File: src/rtl/ixr_pkg.sv
package ixr_pkg;
  localparam int NUM_IRQ = 7;

  localparam logic [7:0] OFF_STAT  = 8'h04;
  localparam logic [7:0] OFF_EN    = 8'h08;
  localparam logic [7:0] OFF_DIS   = 8'h0C;
  localparam logic [7:0] OFF_MASK  = 8'h10;
  localparam logic [7:0] OFF_TXTHR = 8'h28;
  localparam logic [7:0] OFF_RXTHR = 8'h2C;

  localparam int IRQ_FAULT  = 0;
  localparam int IRQ_TXWM   = 2;
  localparam int IRQ_RXWM   = 3;
  localparam int IRQ_RXNE   = 4;
  localparam int IRQ_RXFULL = 5;
  localparam int IRQ_TXFULL = 6;

  // bits that hold an event until cleared; all others follow a level
  localparam logic [NUM_IRQ-1:0] STICKY_BITS = 7'b000_1001;
endpackage

File: src/rtl/ixr_regif.sv
module ixr_regif
  import ixr_pkg::*;
#(
  parameter int ADDR_W = 8,
  parameter int DATA_W = 32,
  parameter int CNT_W  = 6
) (
  input  logic               clk_i,
  input  logic               rst_ni,
  input  logic               wr_i,
  input  logic               rd_i,
  input  logic [ADDR_W-1:0]  addr_i,
  input  logic [DATA_W-1:0]  wdata_i,
  input  logic [NUM_IRQ-1:0] status_i,
  input  logic [NUM_IRQ-1:0] mask_i,
  output logic [NUM_IRQ-1:0] clr_o,
  output logic [NUM_IRQ-1:0] en_o,
  output logic [NUM_IRQ-1:0] dis_o,
  output logic [CNT_W-1:0]   tx_thr_o,
  output logic [CNT_W-1:0]   rx_thr_o,
  output logic [DATA_W-1:0]  rdata_o,
  output logic               rvalid_o
);
  logic [CNT_W-1:0]  tx_thr_q, rx_thr_q;
  logic [DATA_W-1:0] rd_mux, rdata_q;
  logic              rvalid_q;

  always_comb begin
    clr_o = '0;
    en_o  = '0;
    dis_o = '0;
    if (wr_i) begin
      if (addr_i == ADDR_W'(OFF_STAT)) clr_o = wdata_i[NUM_IRQ-1:0];
      if (addr_i == ADDR_W'(OFF_EN))   en_o  = wdata_i[NUM_IRQ-1:0];
      if (addr_i == ADDR_W'(OFF_DIS))  dis_o = wdata_i[NUM_IRQ-1:0];
    end
  end

  always_ff @(posedge clk_i or negedge rst_ni) begin
    if (!rst_ni) begin
      tx_thr_q <= CNT_W'(1);
      rx_thr_q <= CNT_W'(1);
    end else if (wr_i) begin
      if (addr_i == ADDR_W'(OFF_TXTHR)) tx_thr_q <= wdata_i[CNT_W-1:0];
      if (addr_i == ADDR_W'(OFF_RXTHR)) rx_thr_q <= wdata_i[CNT_W-1:0];
    end
  end

  always_comb begin
    rd_mux = '0;
    case (addr_i)
      ADDR_W'(OFF_STAT):  rd_mux = DATA_W'(status_i);
      ADDR_W'(OFF_MASK):  rd_mux = DATA_W'(mask_i);
      ADDR_W'(OFF_TXTHR): rd_mux = DATA_W'(tx_thr_q);
      ADDR_W'(OFF_RXTHR): rd_mux = DATA_W'(rx_thr_q);
      default:            rd_mux = '0;
    endcase
  end

  always_ff @(posedge clk_i or negedge rst_ni) begin
    if (!rst_ni) begin
      rdata_q  <= '0;
      rvalid_q <= 1'b0;
    end else begin
      rvalid_q <= rd_i;
      if (rd_i) rdata_q <= rd_mux;
    end
  end

  assign tx_thr_o = tx_thr_q;
  assign rx_thr_o = rx_thr_q;
  assign rdata_o  = rdata_q;
  assign rvalid_o = rvalid_q;
endmodule

File: src/rtl/ixr_status.sv
module ixr_status
  import ixr_pkg::*;
#(
  parameter int FIFO_DEPTH = 63,
  parameter int CNT_W      = 6
) (
  input  logic               clk_i,
  input  logic               rst_ni,
  input  logic [CNT_W-1:0]   tx_level_i,
  input  logic [CNT_W-1:0]   rx_level_i,
  input  logic               fault_i,
  input  logic [CNT_W-1:0]   tx_thr_i,
  input  logic [CNT_W-1:0]   rx_thr_i,
  input  logic [NUM_IRQ-1:0] clr_i,
  output logic [NUM_IRQ-1:0] status_o
);
  localparam logic [CNT_W-1:0] FULL_CNT = CNT_W'(FIFO_DEPTH);

  logic               rx_hit, rx_hit_q;
  logic [NUM_IRQ-1:0] cond;

  assign rx_hit = (rx_level_i >= rx_thr_i);

  always_ff @(posedge clk_i or negedge rst_ni) begin
    if (!rst_ni) rx_hit_q <= 1'b0;
    else         rx_hit_q <= rx_hit;
  end

  always_comb begin
    cond             = '0;
    cond[IRQ_FAULT]  = fault_i;
    cond[IRQ_TXWM]   = (tx_level_i < tx_thr_i);
    cond[IRQ_RXWM]   = rx_hit & ~rx_hit_q;  // crossing only
    cond[IRQ_RXNE]   = (rx_level_i != '0);
    cond[IRQ_RXFULL] = (rx_level_i == FULL_CNT);
    cond[IRQ_TXFULL] = (tx_level_i == FULL_CNT);
  end

  for (genvar b = 0; b < NUM_IRQ; b++) begin : g_bit
    logic bit_q;
    if (STICKY_BITS[b]) begin : g_sticky
      // a new event beats a clear in the same cycle
      always_ff @(posedge clk_i or negedge rst_ni) begin
        if (!rst_ni) bit_q <= 1'b0;
        else         bit_q <= (bit_q & ~clr_i[b]) | cond[b];
      end
    end else begin : g_level
      always_ff @(posedge clk_i or negedge rst_ni) begin
        if (!rst_ni) bit_q <= 1'b0;
        else         bit_q <= cond[b] & ~clr_i[b];
      end
    end
    assign status_o[b] = bit_q;
  end
endmodule

File: src/rtl/ixr_mask.sv
module ixr_mask
  import ixr_pkg::*;
(
  input  logic               clk_i,
  input  logic               rst_ni,
  input  logic [NUM_IRQ-1:0] en_i,
  input  logic [NUM_IRQ-1:0] dis_i,
  input  logic [NUM_IRQ-1:0] status_i,
  output logic [NUM_IRQ-1:0] mask_o,
  output logic               irq_o
);
  logic [NUM_IRQ-1:0] mask_q;

  always_ff @(posedge clk_i or negedge rst_ni) begin
    if (!rst_ni) mask_q <= '0;
    else         mask_q <= (mask_q | en_i) & ~dis_i;
  end

  assign mask_o = mask_q;
  assign irq_o  = |(status_i & mask_q);
endmodule

File: src/rtl/spi_irq_ctrl.sv
module spi_irq_ctrl
  import ixr_pkg::*;
#(
  parameter  int FIFO_DEPTH = 63,
  parameter  int ADDR_W     = 8,
  parameter  int DATA_W     = 32,
  localparam int CNT_W      = $clog2(FIFO_DEPTH + 1)
) (
  input  logic              clk_i,
  input  logic              rst_ni,
  input  logic              reg_wr_i,
  input  logic              reg_rd_i,
  input  logic [ADDR_W-1:0] reg_addr_i,
  input  logic [DATA_W-1:0] reg_wdata_i,
  output logic [DATA_W-1:0] reg_rdata_o,
  output logic              reg_rvalid_o,
  input  logic [CNT_W-1:0]  tx_level_i,
  input  logic [CNT_W-1:0]  rx_level_i,
  input  logic              mode_fault_i,
  output logic              irq_o
);
  logic [NUM_IRQ-1:0] status_w, mask_w, clr_w, en_w, dis_w;
  logic [CNT_W-1:0]   tx_thr_w, rx_thr_w;

  ixr_regif #(.ADDR_W(ADDR_W), .DATA_W(DATA_W), .CNT_W(CNT_W)) u_regif (
    .clk_i    (clk_i),
    .rst_ni   (rst_ni),
    .wr_i     (reg_wr_i),
    .rd_i     (reg_rd_i),
    .addr_i   (reg_addr_i),
    .wdata_i  (reg_wdata_i),
    .status_i (status_w),
    .mask_i   (mask_w),
    .clr_o    (clr_w),
    .en_o     (en_w),
    .dis_o    (dis_w),
    .tx_thr_o (tx_thr_w),
    .rx_thr_o (rx_thr_w),
    .rdata_o  (reg_rdata_o),
    .rvalid_o (reg_rvalid_o)
  );

  ixr_status #(.FIFO_DEPTH(FIFO_DEPTH), .CNT_W(CNT_W)) u_status (
    .clk_i      (clk_i),
    .rst_ni     (rst_ni),
    .tx_level_i (tx_level_i),
    .rx_level_i (rx_level_i),
    .fault_i    (mode_fault_i),
    .tx_thr_i   (tx_thr_w),
    .rx_thr_i   (rx_thr_w),
    .clr_i      (clr_w),
    .status_o   (status_w)
  );

  ixr_mask u_mask (
    .clk_i    (clk_i),
    .rst_ni   (rst_ni),
    .en_i     (en_w),
    .dis_i    (dis_w),
    .status_i (status_w),
    .mask_o   (mask_w),
    .irq_o    (irq_o)
  );
endmodule

File: config.mk
export PLATFORM = sky130hd
export DESIGN_NAME = spi_irq_ctrl
export DESIGN_NICKNAME = d
export VERILOG_FILES = /design/src/rtl/ixr_pkg.sv /design/src/rtl/ixr_regif.sv /design/src/rtl/ixr_status.sv /design/src/rtl/ixr_mask.sv /design/src/rtl/spi_irq_ctrl.sv
export SDC_FILE = /design/constraint.sdc
export NUM_CORES = 1
export LEC_CHECK = 0
export BUFFER_PORTS_ARGS = -buffer_cell sky130_fd_sc_hd__buf_4
export CORE_MARGIN = 5
export CORE_UTILIZATION = 47
export DETAILED_ROUTE_END_ITERATION = 16
export HOLD_SLACK_MARGIN = 0.15
export PLACE_DENSITY = 0.8
export SLEW_MARGIN = 20
export SYNTH_ARGS = -nofsm -noshare
export SYNTH_HDL_FRONTEND = slang
export SYNTH_SLANG_ARGS = --single-unit
File: constraint.sdc
create_clock -name clk_i -period 1.9 [get_ports clk_i]
set_input_delay 0.285 -clock clk_i [delete_from_list [all_inputs] [get_ports clk_i]]
set_output_delay 0.285 -clock clk_i [all_outputs]
set_load 0.02 [all_outputs]
==> qor.txt, run 1 <==
# nets final = 322
Layout area overhead = 18.65%
Die ar. = 5790 um2
CP startpoint = u_regif.rx_thr_o[0]$_DFFE_PN1P_
Ant. Diodes = 0
Worst path slowest cell = dfstp_2
Critical hold path startpoint = mode_fault_i
Drt pass-1 iters = 4
DRT Wirelength = 4353 um
Post-synthesis sequential area ratio = 41.56%
Max clock buf depth = 2
Commonest non-fill, non-tap cell in the layout = buf_4
Final period util = 83.22%
Fin. Hold Viols = 0
Wire per inst = 14.18 um
WP data arrival = 1.75 ns
Worst path cell trace = ha_1, nand2b_1, a31oi_1, o21ai_0, a22o_1
#FFs+latches synth = 34
Post-Syn Area = 2053 um2
Number of max-cap violations = 0
Cells after DPL = 298
Final std cells w/o fill = 307
Ys async rst share = 100.0%
CTS Hold Bufs = 1
Crit path max-delay family = compound AO/OA/AOI/OAI gates
Via density = 5.114
Initial drt markers = 121
Fin. max-slew vios = 0
Vias = 1570
Die width = 76.10 um
Pwr Density = 692.7 nW/um2
Switch Pwr = 0.4474 mW
Synth area leader = dfrtp_1
Peak VDD IR = 0.3270 mV
Layout cells sized above 1 = 26.67%
ANT nets after route = 0
TritonCTS Buffers = 5
First-pass GRT wire length = 7196 um
Boundary pin count = 91
Yosys warns = 0
Cells resized by post-CTS repair = 0
Final GP Congestion = 0.8272
Top cells by area, synth = dfrtp_1 (39%), buf_4 (9.1%), ha_1 (6.7%)
Core area = 4294 um2
Worst endpoint required time = 2.07 ns
CTS tree = done
Post-DP HPWL = 3423 um
RR Startpoint = u_regif.rx_thr_o[0]$_DFFE_PN1P_
Synthesized area per cell = 9.824 um2
Grt total ovfl = 0
Setup Skew = 0.002755 ns
Most frequent cells in the layout = buf_4 (43), dfrtp_1 (32), conb_1 (25)
Hold Path Class = in2reg
Hold Slack = 0.1856 ns
DRC Markers = 0
Post-route setup TNS = 0 ns
Crit start category = register
Vias in the first global route = 1462
Post-Syn Instances = 209
Initial Util = 47.81%
Total GRT Usage = 15.09%
Clock Latency Late Sink = 0.28 ns
H-tree Lvls = 2
Crit path time final = 1.581 ns
Critical Path Fanout Max = 3
RSZ-0062 raised after global routing = no
Clock network fraction of design power = 36.5%
Clk sinks = 34
Synth Flop Type = dfrtp_1
Slowest stage delay, CP = 0.54 ns
CP Buf/Inv Count = 0
CP Class = reg2reg
Antenna violations before repair = 0
Combinational Power Share = 17.0%
Die extent in y = 76.10 um
Row count = 24
Clock root cell = clkbuf_8
Clock-pin slew on the worst setup and hold paths = 0.07 ns
Int Power = 1.240 mW
Outcome = finished clean
Worst Setup End Kind = register
Sw frac = 26.52%
Seq pwr share = 46.6%
Synth top area share = 39.00%
Max Freq = 0.6325 GHz
Number of flops mapped to enable cells by yosys = 0
Setup bufs post-CTS = 0
Largest net degree at the start of global routing = 35
Pleak = 1.170 nW
Total of fill cells in the finished design = 391
IO buf count = 40
Endpoints failing setup = 0
Netlist cell types = 38
==> routing by layer <==
| layer | up-vias | GRT usage [%] | wire [um] |
|---|---|---|---|
| li1 | 769 | - | - |
| met1 | 749 | 19.74 | 1836 |
| met2 | 47 | 24.40 | 2203 |
| met3 | 5 | 4.965 | 273 |
| met4 | 0 | 3.147 | 40 |
| met5 | - | 0 | 0 |
==> synthesized netlist by cell type, drive strengths merged, types with 4 or more instances <==
library cell,instances
mux2,8
a21o,4
nor2,7
nand2b,4
nor3,4
buf,28
ha,11
a21oi,6
a22oi,9
nand2,22
nand3,6
mux2i,6
o21ai,13
inv,20
a31oi,7
dfrtp,32
==> worst register-to-register path, stage by stage, from the launching register on <==
cell and delay, ns:
dfstp_2 0.54, ha_1 0.22, nand2b_1 0.14, a31oi_1 0.16, o21ai_0 0.16, a22o_1 0.25
==> cells by family (layout without fill, tap and decap cells) <==
| family | Yosys count | count (layout) | synth area share, % |
|---|---|---|---|
| AOI/OAI and AO/OA | 45 | 45 | 13.83 |
| adders and majority gates | 11 | 11 | 6.703 |
| buffers and inverters | 50 | 72 | 14.14 |
| DFF | 34 | 34 | 41.56 |
| muxes | 14 | 14 | 7.313 |
| other | 1 | 25 | 0.1826 |
| and+or+nand+nor | 54 | 54 | 16.27 |
==> state kept, by name, summed over array words and instances (netlist names) <==
| name | cells |
|---|---|
| u_regif.tx_thr_o | 6 |
| u_regif.rvalid_o | 1 |
| u_mask.mask_o | 7 |
| u_status.g_bit.bit_q | 6 |
| u_status.rx_hit_q | 1 |
| u_regif.rdata_o | 7 |
| u_regif.rx_thr_o | 6 |
==> power groups by stage <==
stage | clock network (mW) | logic, mW | registers (mW)
floorplan | 0 | 0.183 | 0.807
global placement | 0 | 0.276 | 0.797
detailed placement | 0 | 0.285 | 0.799
CTS | 0.625 | 0.288 | 0.785
global route | 0.657 | 0.320 | 0.789
finish | 0.615 | 0.287 | 0.786
==> final cells by class <==
cell class | instances | area [um2] | share of cell area (%)
clock buffer | 8 | 110.1 | 4.520
inverter | 20 | 75.07 | 3.082
multi-input combinational | 149 | 999.7 | 41.04
sequential | 34 | 853.3 | 35.03
tap | 52 | 65.06 | 2.671
timing repair buffer | 44 | 332.8 | 13.66
==> worst paths after layout <==
kind                                                      to  slack (ns)  cells past startpoint
max reg2reg                u_status.g_bit[3].bit_q$_DFF_PN0_        0.32                      5
max                        u_status.g_bit[3].bit_q$_DFF_PN0_        0.32                      5
min in group asynchronous     u_regif.rdata_o[3]$_DFFE_PN0P_        0.48                      2
min reg2reg                u_status.g_bit[0].bit_q$_DFF_PN0_        0.51                      1
max in group asynchronous    u_regif.rx_thr_o[0]$_DFFE_PN1P_        1.08                      2
min                        u_status.g_bit[0].bit_q$_DFF_PN0_        0.19                      2
==> per-stage QoR <==
| stage | power, mW | setup WS, ns | util (%) | cell area, um2 |
|---|---|---|---|---|
| final | 1.687 | 0.3189 | 56.73 | 2436 |
| after global routing | 1.766 | 0.2498 | 56.73 | 2436 |
| after CTS | 1.698 | 0.3047 | 56.73 | 2436 |
| after detailed placement | 1.084 | 0.03562 | 53.93 | 2316 |
| after global placement | 1.073 | 0.05638 | 53.93 | 2316 |
| after floorplan | 0.9897 | 0.1739 | - | 2143 |
Power figures use the tool's default switching activity.
==> run 2: changes to the inputs <==
Settings changed: ABC_AREA set to 1, CORE_UTILIZATION 47 to 49, PLACE_DENSITY 0.8 to 0.81.
Clock period 1.9 ns to 1.5 ns, I/O delays scaled along.
==> run 2 against run 1 <==
  * The flow now finishes with violations (negative setup slack)
  * Die area increased by 4.6%
  * Core utilization rose by 3.8 points
  * Via count rose by 19%
==> qor.txt, run 2 <==
Outcome = finished with violations
Failing checks = negative setup slack
CP Buf/Inv Count = 1 (+1)
#FFs+latches synth = 34 (unchanged)
Vias = 1871 (+19%)
Boundary pin count = 91 (unchanged)
Commonest non-fill, non-tap cell in the layout = nand2_1
Top cells by area, synth = dfrtp_1 (36%), nand2_1 (11%), buf_4 (8.7%)
Initial drt markers = 141 (+17%)
Largest family of logic cells by synthesized area = simple AND/OR/NAND/NOR gates
Switch Pwr = 0.5864 mW (+31%)
Yosys warns = 0 (unchanged)
Post-synthesis compound-gate area fraction = 10.77% (-3.1 points)
Post-DP HPWL = 3940 um (+15%)
Number of max-cap violations = 0 (unchanged)
Ant. Diodes = 0 (unchanged)
Layout cells sized above 1 = 27.25% (+0.58 points)
Adder-cell share of the synthesized area = 6.104% (-0.60 points)
Max clock buf depth = 2 (unchanged)
Sw frac = 28.69% (+2.2 points)
Synth Area in Simple Gates = 29.69% (+13 points)
Critical Path Fanout Max = 2 (-1)
Cell mode on critical path = nand2_1
Peak VDD IR = 0.5985 mV (+83%)
Number of flops mapped to enable cells by yosys = 0 (unchanged)
Grt total ovfl = 0 (unchanged)
CP Class = reg2out
Drt pass-1 iters = 4 (unchanged)
Worst path slowest cell = dfrtp_1
Clock-pin slew on the worst setup and hold paths = 0.07 ns (about the same)
Row count = 24 (unchanged)
Register area = 853.3 um2 (unchanged)
Clock root cell = clkbuf_8
Crit start category = register
Synth area leader = dfrtp_1
Synth Flop Type = dfrtp_1
ANT nets after route = 0 (unchanged)
CTS tree = done
Seq pwr share = 47.8% (+1.2 points)
Layout area overhead = 18.59% (about the same)
Synthesized area per cell = 8.052 um2 (-18%)
Endpoints failing setup = 1 (+1)
Post-synthesis sequential area ratio = 37.85% (-3.7 points)
Slowest stage delay, CP = 0.40 ns (-0.14 ns)
Synth top area share = 35.52% (-3.5 points)
Most frequent cells in the layout = nand2_1 (64), buf_4 (47), dfrtp_1 (32)
Hold Path Class = in2reg
Worst endpoint required time = 1.27 ns (-0.80 ns)
Synth top cells by count = nand2_1 (64), dfrtp_1 (32), inv_1 (28), nand3_1 (27), buf_4 (26)
H-tree Lvls = 2 (unchanged)
Ys async rst share = 100.0% (unchanged)
Antenna violations before repair = 0 (unchanged)
Total of fill cells in the finished design = 399 (+2.0%)
Multi-input logic area = 1150 um2 (+15%)
# nets final = 401 (+25%)
Int Power = 1.458 mW (+18%)
Die ar. = 6058 um2 (+4.6%)
TritonCTS Buffers = 5 (unchanged)
DRT Wirelength = 4943 um (+14%)
First-pass GRT wire length = 8273 um (+15%)
Total power = 2.044 mW (+21%)
Largest net degree at the start of global routing = 35 (unchanged)
Post-Synth XOR/XNOR Area = 0% (unchanged)
Via density = 4.847 (-5.2%)
Die width = 77.84 um (+2.3%)
Final WS setup = -0.06407 ns (-0.3830 ns)
Mux cell area share after synthesis = 0% (-7.3 points)
Clock Latency Late Sink = 0.29 ns (about the same)
Final GP Congestion = 0.9364 (+13%)
Netlist cell types = 32 (-16%)
Setup Skew = 0.002022 ns (-0.0007325 ns)
Die extent in y = 77.84 um (+2.3%)
Wire per inst = 12.81 um (-9.7%)
Pleak = 1.410 nW (+20%)
DRC Markers = 0 (unchanged)
Clock network fraction of design power = 34.5% (-2.0 points)
Vias in the first global route = 1830 (+25%)
Crit path max-delay family = flip-flops
Worst path cell trace = nand2_1, nand2_1, a221oi_2, nand3_1, buf_6
Initial Util = 51.08% (+3.3 points)
WP data arrival = 1.34 ns (-0.41 ns)
Worst Setup End Kind = output port
Post-Syn Area = 2255 um2 (+9.8%)
Clk sinks = 34 (unchanged)
Post-route setup TNS = -0.06407 ns (-0.06407 ns)
IO buf count = 40 (unchanged)
Final period util = 104.3%
RSZ-0062 raised after global routing = yes
Total GRT Usage = 17.02% (+1.9 points)
Pwr Density = 764.5 nW/um2 (+10%)
Crit path time final = 1.564 ns
Fin. Hold Viols = 0 (unchanged)
Combinational Power Share = 17.7% (+0.7 points)
Fin. max-slew vios = 0 (unchanged)
Post-Syn Instances = 280 (+34%)
Core area = 4414 um2 (+2.8%)
Most frequent cell after synthesis = nand2_1
Max Freq = 0.6394 GHz
==> run 2: cell count changes after synthesis, moves of 9 or more <==
cell     change
nand2_1     +42
nand3_1     +22
nor2_1      +19
o21ai_2     +12
a22oi_1      -9
==> run 2: routing by layer <==
| layer | up-vias | global-route usage, % | wire, um |
|---|---|---|---|
| li1 | 958 | - | - |
| met1 | 852 | 20.77 | 2100 |
| met2 | 55 | 28.55 | 2427 |
| met3 | 6 | 4.630 | 348 |
| met4 | 0 | 6.357 | 65 |
| met5 | - | 0 | 0 |
==> run 2: path summary, 6_finish.rpt <==
| kind | from | end | slack (ns) | cells after the start |
|---|---|---|---|---|
| min in group asynchronous | rst_ni | u_regif.tx_thr_o[4]$_DFFE_PN0P_ | 0.41 | 2 |
| max in group asynchronous | rst_ni | u_regif.rx_thr_o[0]$_DFFE_PN1P_ | 0.75 | 2 |
| hold / removal | rx_level_i[4] | u_status.g_bit[5].bit_q$_DFF_PN0_ | 0.19 | 3 |
| setup reg to reg | u_regif.rx_thr_o[0]$_DFFE_PN1P_ | u_status.g_bit[3].bit_q$_DFF_PN0_ | 0.09 | 7 |
| hold reg to reg | u_status.rx_hit_q$_DFF_PN0_ | u_status.g_bit[3].bit_q$_DFF_PN0_ | 0.49 | 3 |
| setup / recovery | u_status.g_bit[6].bit_q$_DFF_PN0_ | irq_o | -0.06 | 5 |
==> run 2: worst register-to-register path, cell delays in order, from the launching register on <==
cell and delay, ns:
dfstp_2 0.56, ha_1 0.23, inv_1 0.05, a21boi_0 0.06, o21ai_0 0.16, nand3_1 0.12, nand2_1 0.07, nand2_1 0.04
==> run 2: cell type report <==
type / count / area share [%]
multi-input combinational: 210 / 43.00
sequential: 34 / 31.91
timing repair buffer: 51 / 14.74
inverter: 31 / 4.352
clock buffer: 6 / 3.088
tap: 52 / 2.433
clock inverter: 2 / 0.4679
==> run 2: cells by family (layout without fill, tap and decap cells) <==
kind of cell	Yosys count	after routing
AO/OA/AOI/OAI	34	34
flip-flops	34	34
buffers and inverters	60	90
AND/OR/NAND/NOR	140	140
other	1	25
adder cells (fa/ha/maj)	11	11
==> run 2: power groups by stage <==
stage | registers (mW) | clock network [mW] | logic [mW]
2_1_floorplan | 0.987 | 0 | 0.261
3_3_place_gp | 0.991 | 0 | 0.337
3_5_place_dp | 0.993 | 0 | 0.346
4_1_cts | 0.976 | 0.712 | 0.363
5_1_grt | 0.979 | 0.756 | 0.407
6_report | 0.976 | 0.706 | 0.362
==> run 2: timing repair <==
action,4_1_cts,5_1_grt
hold buffers,3,0
pin swaps,2,2
hold endpoints to repair,34,0
setup endpoints to repair,1,1
setup buffers,3,1
gates resized for setup,2,0
cloned,0,0
==> run 2: metrics by stage <==
step                      hold slack, ns  utilization [%]  setup slack, ns  std cells  cell area (um2)
after floorplan                 -0.07059                -           0.2309        304             2345
after global placement            0.1926            56.83           0.1443        371             2509
after detailed placement          0.1912            56.83          0.09807        371             2509
after CTS                         0.1810            60.40         -0.02734        385             2666
after global routing              0.1924            60.57          -0.1568        386             2674
final                             0.1881            60.57         -0.06407        386             2674
